--- config.mk ---
export PLATFORM = sky130hd
export DESIGN_NAME = sat_clamp
export DESIGN_NICKNAME = d
export VERILOG_FILES = /design/src/rtl/sat_clamp.sv
export SDC_FILE = /design/constraint.sdc
export NUM_CORES = 1
export LEC_CHECK = 0
export ABC_AREA = 1
export BUFFER_PORTS_ARGS = -buffer_cell sky130_fd_sc_hd__buf_2
export CAP_MARGIN = 15
export CORE_AREA = 4 4 340 342
export CTS_BUF_LIST = sky130_fd_sc_hd__clkbuf_16
export CTS_CLUSTER_DIAMETER = 30
export DETAILED_ROUTE_END_ITERATION = 8
export DIE_AREA = 0 0 344 346
export PLACE_DENSITY_LB_ADDON = 0.15
export RECOVER_POWER = 100
export REMOVE_ABC_BUFFERS = 1
export SYNTH_ARGS = -nofsm -noshare
export SYNTH_HDL_FRONTEND = slang
export SYNTH_SLANG_ARGS = --single-unit
--- constraint.sdc ---
create_clock -name clk -period 0.9 [get_ports clk]
set_clock_uncertainty 0.05 [all_clocks]
set_input_delay 0.09 -clock clk [delete_from_list [all_inputs] [get_ports clk]]
set_output_delay 0.09 -clock clk [all_outputs]
set_load 0.005 [all_outputs]
--- src/rtl/sat_clamp.sv ---
module sat_clamp #(
  parameter int NCH = 16,
  parameter int DW  = 24,
  parameter int CW  = (NCH > 1) ? $clog2(NCH) : 1
) (
  input  logic              clk,
  input  logic              rst_n,
  input  logic              in_valid,
  input  logic [CW-1:0]     in_chan,
  input  logic [DW-1:0]     in_sample,
  input  logic [NCH*DW-1:0] lo_lim,
  input  logic [NCH*DW-1:0] hi_lim,
  input  logic [2*NCH-1:0]  clamp_en,
  output logic              out_valid,
  output logic [DW-1:0]     out_sample,
  output logic [2*NCH-1:0]  sat_stat
);

  logic [DW-1:0] lo_a [NCH];
  logic [DW-1:0] hi_a [NCH];
  logic [NCH-1:0] lo_en_a, hi_en_a;

  for (genvar c = 0; c < NCH; c++) begin : g_split
    assign lo_a[c]    = lo_lim[c*DW +: DW];
    assign hi_a[c]    = hi_lim[c*DW +: DW];
    assign lo_en_a[c] = clamp_en[2*c];
    assign hi_en_a[c] = clamp_en[2*c+1];
  end

  wire [DW-1:0] lo_v = lo_a[in_chan];
  wire [DW-1:0] hi_v = hi_a[in_chan];

  wire below  = $signed(in_sample) < $signed(lo_v);
  wire above  = $signed(in_sample) > $signed(hi_v);
  wire hit_lo = lo_en_a[in_chan] & below;
  wire hit_hi = hi_en_a[in_chan] & above;

  wire [DW-1:0] res = hit_lo ? lo_v : (hit_hi ? hi_v : in_sample);

  always_ff @(posedge clk or negedge rst_n) begin
    if (!rst_n) begin
      out_valid  <= 1'b0;
      out_sample <= '0;
    end else begin
      out_valid <= in_valid;
      if (in_valid) out_sample <= res;
    end
  end

  for (genvar c = 0; c < NCH; c++) begin : g_stat
    always_ff @(posedge clk or negedge rst_n) begin
      if (!rst_n)
        sat_stat[2*c+1:2*c] <= 2'b00;
      else if (in_valid && in_chan == CW'(c))
        sat_stat[2*c+1:2*c] <= {hit_hi, hit_lo};
    end
  end

endmodule

; After elaboration in Yosys (flattened, before gate mapping)
; Cells that the tools add are included.
[totals]
wordCells = 69
inputBits = 831
output_inout_bits = 57
ff_bits = 57
[classes]
n_reduce_logical = 17
magnitude_cmp = 4
eq_ne = 15
muxes = 12
n_bitwise = 3
[op_table]
columns = operator, n
row1 = binary-select mux 24 bit (select 4 bit), 2
row2 = 2-to-1 mux 24 bit, 6
row3 = "equality test 4 bit, second input constant", 8
row4 = > comparator 24 bit, 1
row5 = less-than comparator 24 bit, 1
row6 = "equality test 4 x 3 -> 1 bit, second input constant", 4
row7 = logical AND 1 bit, 16
row8 = binary-select mux 1 bit (select 4 bit), 2
row9 = "equality test 4 x 2 -> 1 bit, second input constant", 2
row10 = "greater-or-equal comparator 5 bit, second input constant", 1
row11 = "less-than comparator 4 x 5 -> 1 bit, second input constant", 1
row12 = inverter 4 -> 5 bit, 1
row13 = "equality test 4 x 1 -> 1 bit, second input constant", 1
row14 = logical NOT 4 bit, 1
row15 = AND 1 bit, 2
row16 = 2-to-1 mux 1 bit, 2

; Logic depth before layout (Yosys ltp)
; Gate-level depths: netlist of the first run.
[depth]
ltp_word = 8
ltp_mapped = 26
ltp_nobuf = 22

; Least setup slack after synthesis of the first run
; OpenSTA, ideal clock, no wires.
[synth_timing]
path_kind = input -> register
start = input port in_chan[1]
end = register out_sample[8]
required_time_ns = 0.732
n_path_buf = 4
path_stages = 25
arrival_ns = 3.131
path_slack_ns = -2.399
setup_time_ns = 0.118
cell_sequence = buf_6 -> nand2_4 -> inv_2 -> buf_6 -> buf_2 -> a22oi_1 -> a21oi_1 -> or4_1 -> clkinv_1 -> ha_1 -> a21oi_1 -> nor2_1 -> a211oi_1 -> nor2_1 -> o21ai_0 -> nand3_1 -> nand2_1 -> nand3_2 -> inv_2 -> buf_2 -> nand2_1 -> o21ai_0 -> nand2_1 -> nand3_1 -> nand2_1
[synth_via]
elab_chain_len = 8
word_cells_on_any_way = 17
cone_classes = order compare: 2 / mux: 12 / bitwise: 3
[synth_rtl]
columns = element, line_no
row1 = "start, declared", 9  ; input logic [CW-1:0] in_chan,
row2 = inverter 4 -> 5 bit (not written as such), "30, 31"
row3 = binary-select mux 24 bit (select 4 bit), 31  ; wire [DW-1:0] hi_v = hi_a[in_chan];
row4 = 2-to-1 mux 24 bit (not written as such) (2 in series), 31
row5 = > comparator 24 bit, 34  ; wire above = $signed(in_sample) > $signed(hi_v);
row6 = AND 1 bit, 36  ; wire hit_hi = hi_en_a[in_chan] & above;
row7 = 2-to-1 mux 24 bit, 38  ; wire [DW-1:0] res = hit_lo ? lo_v : (hit_hi ? hi_v : in_sample);
row8 = 2-to-1 mux 24 bit *, 38
row9 = "end signal, assigned", 46  ; if (in_valid) out_sample <= res;
row10 = "end, declared", 15  ; output logic [DW-1:0] out_sample,
; Every way passes the cells marked *; elsewhere a longest branch is shown, timed or not. The select of a mux whose other input is x is not followed.
; A chain may end at the register's enable or synchronous reset.

; Final worst setup path of the first run
[layout_timing]
start = input port in_chan[1]
end = register out_sample[2]
; Same word-level chain as after synthesis.

==> flow_metrics.env, run 1 <==
export IMPL_start_util=0.08126
export IMPL_worstRegToRegCells=3
export IMPL_worst_skew_pair_late_latency_ps=370
export IMPL_final_design_area_no_fill_um2=20470
export IMPL_synth_yosys_warnings=0
export IMPL_synth_edff_count=0
export IMPL_critical_path_capture_point_type="flip-flop"
export IMPL_post_synth_main_area_contributors="a22oi_1 32%, dfrtp_1 16%, a21oi_1 13%"
export IMPL_post_layout_nonfiller_instances=3966
export IMPL_final_setup_violation_count=114
export IMPL_grt_remaining_overflow=0
export IMPL_synth_area_per_cell_um2=6.990
export IMPL_number_of_global_route_vias_before_repair=16388
export IMPL_avgRoutedWirePerCell_um=23.99
export IMPL_final_hpwl_dp_um=73990
export IMPL_finalHoldViolCount=0
export IMPL_cts_sinks=57
export IMPL_antenna_found_initial=25
export IMPL_worstSetupPathType="input pin to flip-flop"
export IMPL_route_detailed_drc=0
export IMPL_regToRegSetupSlack_ps=10
export IMPL_synth_top_area_cell="a22oi_1"
export IMPL_core_area_um2=112300
export IMPL_cts_clk_slew_worst_paths_ps=60
export IMPL_r2r_end="out_sample[10]$_DFFE_PN0P_"
export IMPL_width_of_the_chip_um=344
export IMPL_cts_path_max_buffers=2
export IMPL_placed_area_um2=17220
export IMPL_worstSetupStartpointType="input pin"
export IMPL_cp_cell_sequence="buf_12, buf_6, nor2_4, buf_6, buf_12, buf_4, a22oi_1, a21oi_1, nor4_2, buf_4, ha_1, nand2_2, nor2_1, a211oi_2, o211ai_1, a21oi_2, nand2_2, nand2_4, nand3_4, buf_6, clkbuf_16, nand2_1, nand3_1, nand2_1"
export IMPL_min_delay_path_depth=6
export IMPL_slowest_delay_ps=340
export IMPL_setup_ws_ps=-2426
export IMPL_grt_first_pass_wirelength_um=124200
export IMPL_min_path_type="input pin to flip-flop"
export IMPL_timing_critical_path_slowest_stage_cell="a22oi_1"
export IMPL_timing_rr_start="out_sample[10]$_DFFE_PN0P_"
export IMPL_timing_critical_path_mode_cell="buf_6"
export IMPL_fin_nets=3328
export IMPL_detailroute_via_count=15492
export IMPL_floorplan_rows=123
export IMPL_via_per_inst=3.906
export IMPL_clock_fmax_mhz=300.7
export IMPL_relSlewSlack=0.5641
export IMPL_critical_path_n_buffers_inverters=8
export IMPL_ys_seq_elements=57
export IMPL_global_route_usage_total=0.1473
export IMPL_place_gp_congestion=0.8511
export IMPL_boundaryPins=888
export IMPL_tightestPinTransition_ps=653.9
export IMPL_yosys_cell_count_top_type="a22oi_1"
export IMPL_die_area_um2=119000
export IMPL_drv_cap=0
export IMPL_place_port_buffers=887
export IMPL_part_of_the_cycle_the_worst_path_needs=3.695
export IMPL_cts_buffers=9
export IMPL_postSynth_asyncResetShare=1.000
export IMPL_cp_required_ps=1160
export IMPL_ys_types=35
export IMPL_timing_setup_tns_ps=-138800
export IMPL_synth_top_cell_area_share=0.3191
export IMPL_crit_arrival_ps=3580
export IMPL_drt_iter0_markers=808
export IMPL_crit_path_max_fo=8
export IMPL_slew_violations=0
export IMPL_mappedNetlistArea_um2=9129
export IMPL_post_synthesis_cell_count=1306
export IMPL_maximum_vdd_drop_v=0.0009495
export IMPL_synth_main_ff_cell="dfrtp_1"
export IMPL_status="complete, but fails checks"
export IMPL_hold_end="out_sample[2]$_DFFE_PN0P_"
export IMPL_cts_htree_levels=3
export IMPL_path_delay_family="buffers and inverters"
export IMPL_grt_setup_unrepaired="yes"
export IMPL_post_place_cells=3839
export IMPL_drive_gt1_frac=0.6261
export IMPL_finalWirelength_um=95130
export IMPL_filler_cell_count=12940
export IMPL_detail_route_antenna_nets=0
export IMPL_synth_sequential_area_ratio=0.1563
export IMPL_yosys_top_cells_count="388 x a22oi_1, 230 x a21oi_1, 197 x nand2_1"
export IMPL_ctsRootBufferMaster="clkbuf_16"
export IMPL_tritoncts_clock_tree="built"
export IMPL_grt_max_degree=58
export IMPL_violations="negative setup slack"
export IMPL_post_layout_total_power_uw=21640
export IMPL_hp_start="in_sample[2]"
export IMPL_total_leakage_power_uw=0.009276
export IMPL_die_height_um=346
export IMPL_power_density_over_the_cells_nw_per_um2=1057
export IMPL_areaGrowthSynthToFinish_pct=124.2
export IMPL_drtPass1Iterations=5
export IMPL_finalCriticalPeriod_ps=3326
==> registers in the layout, indices dropped and copies added (netlist names) <==
register,count
sat_stat,32
out_sample,24
out_valid,1
==> worst max path at each step <==
stage / from / cells past startpoint / to / slack (ps)
5_1_grt: in_chan[1] / 25 / out_sample[10]$_DFFE_PN0P_ / -2590
2_1_floorplan: in_chan[0] / 15 / out_sample[0]$_DFFE_PN0P_ / -6290
3_3_place_gp: in_chan[0] / 23 / out_sample[4]$_DFFE_PN0P_ / -3780
4_1_cts: in_chan[1] / 23 / out_sample[11]$_DFFE_PN0P_ / -2360
3_5_place_dp: in_chan[0] / 23 / out_sample[13]$_DFFE_PN0P_ / -3830
6_report: in_chan[1] / 24 / out_sample[2]$_DFFE_PN0P_ / -2430
==> power by group <==
group,internal (µW),switching [µW],leakage (µW)
registers,3190,449,0.000706
logic,7250,7080,0.00843
clock network,2110,1560,0.000142
total,12600,9090,0.00928
==> cell usage in the layout, fill, tap and decap left out, types with 21 or more instances in the layout <==
cell,count
buf_2,845
a22oi_1,322
buf_4,273
a21oi_1,182
nand2_1,175
a22oi_2,70
buf_6,65
dfrtp_1,56
a21oi_2,48
buf_12,41
ha_1,34
nor2_1,32
nand4_1,30
o21ai_1,23
o21ai_2,22
nand3_1,21
==> final cells by class <==
class	count	area [µm²]	share of cell area
timing repair buffer	1257	8587	0.4195
inverter	44	259.0	0.01265
clock buffer	9	225.2	0.01100
antenna	11	27.53	0.001345
sequential	57	1428	0.06974
clock inverter	7	62.56	0.003056
tap	1500	1877	0.09168
multi-input combinational	1078	7974	0.3895
timing repair inverter	3	31.28	0.001528
==> stage by stage <==
step	util	hold slack, ps	setup slack [ps]
CTS	0.1700	69.30	-2362
floorplan	-	-255.6	-6288
finish	0.1822	128.3	-2426
global placement	0.1533	78.61	-3782
detailed placement	0.1533	75.80	-3831
global route	0.1821	128.1	-2591
==> repair_timing <==
item	CTS	global route
pin swaps	19	31
endpoints found under the setup margin	113	113
hold buffers	1	0
endpoints found under the hold margin	57	0
resized for setup	230	191
buffers inserted	25	52
gates cloned	17	6
==> cell families (layout without fill, tap and decap cells) <==
group	after synthesis	count (layout)	synth area share
buffers and inverters	171	1320	0.09951
other	0	11	0
flip-flops	57	57	0.1563
adder cells (fa/ha/maj)	47	47	0.06442
AND/OR/NAND/NOR	353	353	0.1965
AO/OA/AOI/OAI	678	678	0.4833
==> routing by layer <==
| layer | routed length, µm | up-vias | global-route usage | part of all wire |
|---|---|---|---|---|
| li1 | - | 7413 | - | - |
| met1 | 39130 | 7416 | 0.1755 | 0.41 |
| met2 | 48970 | 551 | 0.2698 | 0.51 |
| met3 | 4759 | 96 | 0.02889 | 0.050 |
| met4 | 2164 | 16 | 0.03476 | 0.023 |
| met5 | 101 | - | 0 | 0.0011 |
==> worst min-delay path: cells and delay by family <==
kind                   cells  cell delay (ps)
buffers and inverters      2              200
AND/OR/NAND/NOR            3              170
AO/OA/AOI/OAI              1               50
No activity file was read; power rests on OpenSTA's default activity.
==> run 2: changes to the inputs <==
==> config.mk (replaced) <==
export PLATFORM = sky130hd
export DESIGN_NAME = sat_clamp
export DESIGN_NICKNAME = d
export VERILOG_FILES = /design/src/rtl/sat_clamp.sv
export SDC_FILE = /design/constraint.sdc
export NUM_CORES = 1
export LEC_CHECK = 0
export ABC_AREA = 1
export ABC_CLOCK_PERIOD_IN_PS = 900
export CAP_MARGIN = 15
export CORE_AREA = 4 4 341 343
export CTS_BUF_LIST = sky130_fd_sc_hd__clkbuf_16
export CTS_CLUSTER_DIAMETER = 30
export DETAILED_ROUTE_END_ITERATION = 8
export DIE_AREA = 0 0 345 347
export DONT_BUFFER_PORTS = 1
export PLACE_DENSITY_LB_ADDON = 0.15
export RECOVER_POWER = 100
export REMOVE_ABC_BUFFERS = 1
export SETUP_SLACK_MARGIN = 0.15
export SYNTH_ARGS = -nofsm -noshare
export SYNTH_HDL_FRONTEND = slang
export SYNTH_SLANG_ARGS = --single-unit
==> run 2 against run 1 <==
  * The flow finishes with violations (negative hold slack, negative setup slack)
  * Utilization fell by 4.5 points
  * Clock power about the same
  * Combinational power is 19% lower
  * Cell count is 24% lower
  * Critical endpoint is now out_sample[6]$_DFFE_PN0P_
  * Largest power group unchanged
  * Highest routed layer unchanged
==> flow_metrics.env, run 2 (synthesis gave the netlist of run 1 again) <==
export IMPL_power_density_over_the_cells_nw_per_um2=1219
export IMPL_avgRoutedWirePerCell_um=28.81
export IMPL_width_of_the_chip_um=345
export IMPL_boundaryPins=888
export IMPL_commonest_cells_after_routing_fill_and_taps_aside="318 x a22oi_1, 190 x a21oi_1, 189 x nand2_1"
export IMPL_placed_area_um2=12280
export IMPL_worst_skew_pair_late_latency_ps=370
export IMPL_tightestPinTransition_ps=432.6
export IMPL_worstSetupStartpointType="input pin"
export IMPL_place_port_buffers=0
export IMPL_utilization=0.1375
export IMPL_slowest_delay_ps=310
export IMPL_top_register="sat_stat"
export IMPL_setup_ws_ps=-2316
export IMPL_ctsRootBufferMaster="clkbuf_16"
export IMPL_die_height_um=347
export IMPL_filler_cell_count=13020
export IMPL_hold_slack_final_ps=-637.3
export IMPL_via_per_inst=4.240
export IMPL_drt_iter0_markers=1355
export IMPL_grt_max_degree=58
export IMPL_crit_path_max_fo=12
export IMPL_grt_remaining_overflow=0
export IMPL_floorplan_rows=124
export IMPL_cts_sinks=57
export IMPL_cts_path_max_buffers=2
export IMPL_global_route_usage_total=0.1267
export IMPL_fin_nets=2379
export IMPL_setup_worst_path_start="in_chan[0]"
export IMPL_relSlewSlack=0.7116
export IMPL_cts_clk_slew_worst_paths_ps=70
export IMPL_slew_violations=0
export IMPL_worstRegToRegCells=3
export IMPL_drive_gt1_frac=0.3811
export IMPL_grt_first_pass_wirelength_um=106700
export IMPL_start_util=0.08038
export IMPL_final_design_area_no_fill_um2=15620
export IMPL_clock_fmax_mhz=310.9
export IMPL_place_gp_congestion=0.8743
export IMPL_drv_cap=0
export IMPL_die_area_um2=119700
export IMPL_critical_path_capture_point_type="flip-flop"
export IMPL_min_path_type="input pin to async pin"
export IMPL_status="complete, but fails checks"
export IMPL_critical_path_n_buffers_inverters=9
export IMPL_part_of_the_cycle_the_worst_path_needs=3.574
export IMPL_post_layout_nonfiller_instances=3032
export IMPL_tritoncts_clock_tree="built"
export IMPL_number_of_global_route_vias_before_repair=12700
export IMPL_post_layout_total_power_uw=19040
export IMPL_cts_htree_levels=3
export IMPL_areaGrowthSynthToFinish_pct=71.05
export IMPL_reg_top3="sat_stat x32, out_sample x24, out_valid x1"
export IMPL_maximum_vdd_drop_v=0.0009125
export IMPL_antenna_found_initial=15
export IMPL_detail_route_antenna_nets=0
export IMPL_cts_buffers=9
export IMPL_cp_required_ps=1100
export IMPL_drtPass1Iterations=6
export IMPL_finalCriticalPeriod_ps=3216
export IMPL_violations="negative hold slack, negative setup slack"
export IMPL_final_setup_violation_count=113
export IMPL_detailroute_via_count=12856
export IMPL_finalWirelength_um=87350
export IMPL_critical_path_cell_count=24
export IMPL_crit_arrival_ps=3410
export IMPL_grt_setup_unrepaired="yes"
export IMPL_post_place_cells=2897
export IMPL_final_hpwl_dp_um=60560
export IMPL_path_delay_family="buffers and inverters"
export IMPL_timing_rr_start="sat_stat[20]$_DFFE_PN0P_"
export IMPL_total_leakage_power_uw=0.005506
export IMPL_largest_register_ff_count=32
export IMPL_timing_critical_path_slowest_stage_cell="nor4_4"
export IMPL_layout_commonest_cell="a22oi_1"
export IMPL_worstSetupPathType="input pin to flip-flop"
export IMPL_cp_cell_sequence="clkinv_16, nor2_4, buf_12, buf_16, buf_16, a22oi_2, a21oi_1, buf_4, nor4_4, buf_6, ha_4, a21oi_2, nor2_1, a211oi_2, o211ai_1, a21oi_2, buf_4, nand3_4, nand3_4, buf_12, clkbuf_16, nand2_1, nand3_1, nand2_1"
export IMPL_route_detailed_drc=0
export IMPL_finalHoldViolCount=82
export IMPL_core_area_um2=113600
run 2: cell types whose count changed in the layout (fill, tap and decap cells not counted), sizes merged:
cell / before / now
buf: 1246 / 283
clkinv: 25 / 17
clkinvlp: 3 / 2
diode: 11 / 14
clkbuf: 17 / 25
bufbuf: 2 / 8
dlygate4sd3: 1 / 0
inv: 25 / 35
run 2: stage by stage:
| stage | worst slack, ps | TNS, ps |
|---|---|---|
| floorplan | -6288 | -334760 |
| global placement | -3464 | -184160 |
| detailed placement | -3481 | -185740 |
| CTS | -2364 | -137290 |
| global route | -2470 | -141630 |
| finish | -2316 | -130810 |
run 2: cell type report:
class	count	area (µm²)	share of cell area
Multi-Input combinational cell	1078	7861	0.5034
Timing Repair Buffer	307	3810	0.2440
Tap cell	1512	1892	0.1212
Sequential cell	57	1428	0.09143
Inverter	44	259.0	0.01659
Clock buffer	9	225.2	0.01442
Clock inverter	7	62.56	0.004006
Timing Repair inverter	4	42.54	0.002724
Antenna cell	14	35.03	0.002244
run 2: worst paths after layout:
kind / endpoint / slack [ps]
max: out_sample[6]$_DFFE_PN0P_ / -2320
min: out_sample[11]$_DFFE_PN0P_ / -640
max reg2reg: sat_stat[20]$_DFFE_PN0P_ / 50
min reg2reg: out_sample[11]$_DFFE_PN0P_ / 460
max in group asynchronous: out_sample[7]$_DFFE_PN0P_ / 1290
min in group clk: out_valid$_DFF_PN0_ / -260
run 2: layer usage:
layer | vias up | global-route usage | wire length (µm)
met2 | 839 | 0.2157 | 41170
met1 | 6355 | 0.1507 | 34810
met3 | 136 | 0.04369 | 8656
met5 | - | 0 | 92
li1 | 5520 | - | -
met4 | 6 | 0.03656 | 2630
run 2: report_power, final:
part | switching [µW] | internal, µW | total [µW]
Combinational | 6030 | 5580 | 11600
Sequential | 550 | 3190 | 3740
Clock | 1580 | 2120 | 3690
Total | 8160 | 10900 | 19000
run 2: what timing repair did:
action	CTS	global route
hold endpoints to repair	82	82
gates resized for setup	157	188
pin swaps	35	69
buffers inserted	30	34
setup endpoints to repair	113	113
cloned	23	18
run 2: worst reg2reg max path, stage by stage, from the launching register on:
cell and delay, ps:
dfrtp_1 390, buf_4 140, nor2_1 120, a21oi_2 40
==> run 3: changes to the inputs <==
--- a/config.mk
+++ b/config.mk
@@ -6,7 +6,7 @@
 export NUM_CORES = 1
 export LEC_CHECK = 0
 export ABC_AREA = 1
-export ABC_CLOCK_PERIOD_IN_PS = 900
+export ABC_CLOCK_PERIOD_IN_PS = 2600
 export CAP_MARGIN = 15
 export CORE_AREA = 4 4 341 343
 export CTS_BUF_LIST = sky130_fd_sc_hd__clkbuf_16
==> constraint.sdc (replaced) <==
create_clock -name clk -period 2.6 [get_ports clk]
set_clock_uncertainty 0.05 [all_clocks]
set_input_delay 0.26 -clock clk [delete_from_list [all_inputs] [get_ports clk]]
set_output_delay 0.26 -clock clk [all_outputs]
set_load 0.005 [all_outputs]
==> run 3 against run 2 <==
  * The flow finishes with violations (max-capacitance violations, max-slew violations, negative setup slack)
  * Die area unchanged
  * Combinational power down 73%
  * Global-route usage down 0.15 points
  * Clock power down 65%
  * Cell count down 2.9%
  * Register-to-register slack better by 1700 ps
  * Cell area down 9.2%
  * Routed wire length down 1.9%
  * Highest routed layer unchanged
==> flow_metrics.env, run 3 (synthesis gave the netlist of run 1 again) <==
export IMPL_die_height_um=347
export IMPL_drive_gt1_frac=0.2988
export IMPL_number_of_global_route_vias_before_repair=12576
export IMPL_boundaryPins=888
export IMPL_drtPass1Iterations=6
export IMPL_r2r_end="out_sample[10]$_DFFE_PN0P_"
export IMPL_drt_iter0_markers=1148
export IMPL_violations="max-capacitance violations, max-slew violations, negative setup slack"
export IMPL_drt_met1_wl_um=34450
export IMPL_finalHoldViolCount=0
export IMPL_route_detailed_drc=0
export IMPL_commonest_cells_after_routing_fill_and_taps_aside="332 x a22oi_1, 207 x a21oi_1, 191 x nand2_1"
export IMPL_power_density_over_the_cells_nw_per_um2=414.0
export IMPL_post_layout_nonfiller_instances=2943
export IMPL_met2WireLength_um=39790
export IMPL_start_util=0.08038
export IMPL_worstRegToRegCells=2
export IMPL_place_gp_congestion=0.8493
export IMPL_grt_remaining_overflow=0
export IMPL_cp_required_ps=2800
export IMPL_cts_clk_slew_worst_paths_ps=60
export IMPL_top_register="sat_stat"
export IMPL_finalCriticalPeriod_ps=3440
export IMPL_via_per_inst=4.261
export IMPL_comb_power_share=0.533
export IMPL_critical_path_capture_point_type="flip-flop"
export IMPL_global_route_usage_total=0.1251
export IMPL_p_sw_uw=2653
export IMPL_post_place_cells=2852
export IMPL_drv_cap=1
export IMPL_status="complete, but fails checks"
export IMPL_width_of_the_chip_um=345
export IMPL_worstSetupPathType="input pin to flip-flop"
export IMPL_maximum_vdd_drop_v=0.0003129
export IMPL_die_area_um2=119700
export IMPL_power_internal_uw=3219
export IMPL_layout_commonest_cell="a22oi_1"
export IMPL_relSlewSlack=-0.1712
export IMPL_crit_arrival_ps=3640
export IMPL_fin_nets=2293
export IMPL_final_setup_violation_count=56
export IMPL_worstSetupStartpointType="input pin"
export IMPL_crit_path_max_fo=25
export IMPL_tightestPinTransition_ps=1757
export IMPL_grt_first_pass_wirelength_um=105400
export IMPL_avgRoutedWirePerCell_um=29.13
export IMPL_regToRegSetupSlack_ps=1740
export IMPL_worst_skew_pair_late_latency_ps=360
export IMPL_grt_setup_unrepaired="yes"
export IMPL_sequentialPowerShare=0.249
export IMPL_met3_routed_wirelength_um=8645
export IMPL_cts_path_max_buffers=2
export IMPL_place_port_buffers=0
export IMPL_grt_max_degree=58
export IMPL_timing_rr_start="out_sample[10]$_DFFE_PN0P_"
export IMPL_tritoncts_clock_tree="built"
export IMPL_slew_violations=58
export IMPL_highest_signal_layer="met5"
export IMPL_total_leakage_power_uw=0.004860
export IMPL_detailroute_via_count=12540
export IMPL_slowest_delay_ps=300
export IMPL_ctsRootBufferMaster="clkbuf_16"
export IMPL_cts_buffers=9
export IMPL_hold_slack_final_ps=22.60
export IMPL_cp_cell_sequence="nor2_4, buf_12, buf_12, a22oi_1, a21oi_1, or4_4, clkinv_1, ha_4, nand4_1, buf_4, nor4_4, buf_4, nor4b_4, nor2_2, nand3_2, clkinv_4, bufbuf_16, o21ai_1, nand2_1, nand3_1, nand2_1"
export IMPL_post_layout_total_power_uw=5872
export IMPL_setup_ws_ps=-839.7
export IMPL_cts_htree_levels=3
export IMPL_timing_critical_path_slowest_stage_cell="nor4_4"
export IMPL_filler_cell_count=13119
export IMPL_final_hpwl_dp_um=60580
export IMPL_finalWirelength_um=85720
export IMPL_min_delay_path_depth=2
export IMPL_power_switching_share=0.4518
export IMPL_hp_start="in_valid"
export IMPL_reg_top3="sat_stat x32, out_sample x24, out_valid x1"
export IMPL_clock_fmax_mhz=290.7
export IMPL_clockPowerShare=0.217
export IMPL_cts_sinks=57
export IMPL_areaGrowthSynthToFinish_pct=55.37
export IMPL_min_path_type="input pin to flip-flop"
export IMPL_hold_end="out_sample[4]$_DFFE_PN0P_"
export IMPL_floorplan_rows=124
export IMPL_antenna_found_initial=18
export IMPL_detail_route_antenna_nets=0
export IMPL_core_area_um2=113600
export IMPL_largest_register_ff_count=32
export IMPL_part_of_the_cycle_the_worst_path_needs=1.323
run 3: changes by cell type in the layout (fill, tap and decap cells not counted), sizes merged:
cell         delta
buf            -80
clkbuf          -6
clkinv          +4
clkinvlp        -1
diode           -2
dlygate4sd3     +2
inv             -6
run 3: what timing repair did:
action,in CTS,in global routing
hold buffers,4,0
setup endpoints to repair,56,56
hold endpoints to repair,74,0
gates resized for setup,125,86
gates cloned,19,11
buffers inserted,19,11
pin swaps,17,17
run 3: through the flow:
stage          setup TNS [ps]  setup slack [ps]  utilization  area (µm²)
2_1_floorplan         -249080             -4758            -        8388
3_3_place_gp           -98270             -1921       0.1044       11850
3_5_place_dp           -99320             -1951       0.1044       11850
4_1_cts                -40680            -827.5       0.1187       13480
5_1_grt                -50760             -1015       0.1249       14180
6_report               -40640            -839.7       0.1249       14180
run 3: routing by layer:
layer  global-route usage  vias to the layer above
met5                    0                        -
met1               0.1522                     6202
met2               0.2078                      854
li1                     -                     5347
met3              0.04219                      131
met4              0.04015                        6
run 3: final cells by class:
cell class                 count  area, µm²  area share
inverter                      44      229.0     0.01614
clock buffer                   9      225.2     0.01588
timing repair inverter         2      17.52    0.001235
antenna                       12      30.03    0.002117
clock inverter                 6      60.06    0.004234
tap                         1512       1892      0.1334
timing repair buffer         223       2729      0.1924
sequential                    57       1426      0.1006
multi-input combinational   1078       7575      0.5341
run 3: how the worst max path moves through the flow:
stage          slack (ps)  startpoint                          to
6_report             -840  in_chan[0]   out_sample[5]$_DFFE_PN0P_
5_1_grt             -1020  in_chan[0]   out_sample[4]$_DFFE_PN0P_
4_1_cts              -830  in_chan[0]   out_sample[4]$_DFFE_PN0P_
3_5_place_dp        -1950  in_chan[0]   out_sample[8]$_DFFE_PN0P_
3_3_place_gp        -1920  in_chan[0]  out_sample[13]$_DFFE_PN0P_
2_1_floorplan       -4760  in_chan[0]   out_sample[0]$_DFFE_PN0P_
run 3: power groups by stage:
stage / clock (µW) / sequential [µW] / combinational (µW)
final: 1280 / 1460 / 3130
after global routing: 1380 / 1530 / 3460
after CTS: 1360 / 1500 / 3010
after detailed placement: 0 / 1510 / 2510
after global placement: 0 / 1520 / 2510
after floorplan: 0 / 1240 / 1320
run 3: critical path, delay by kind of cell:
family | cells | cell delay [ps]
AOI/OAI and AO/OA | 3 | 460
buffers and inverters | 7 | 1240
adders and majority gates | 1 | 290
and+or+nand+nor | 10 | 1310
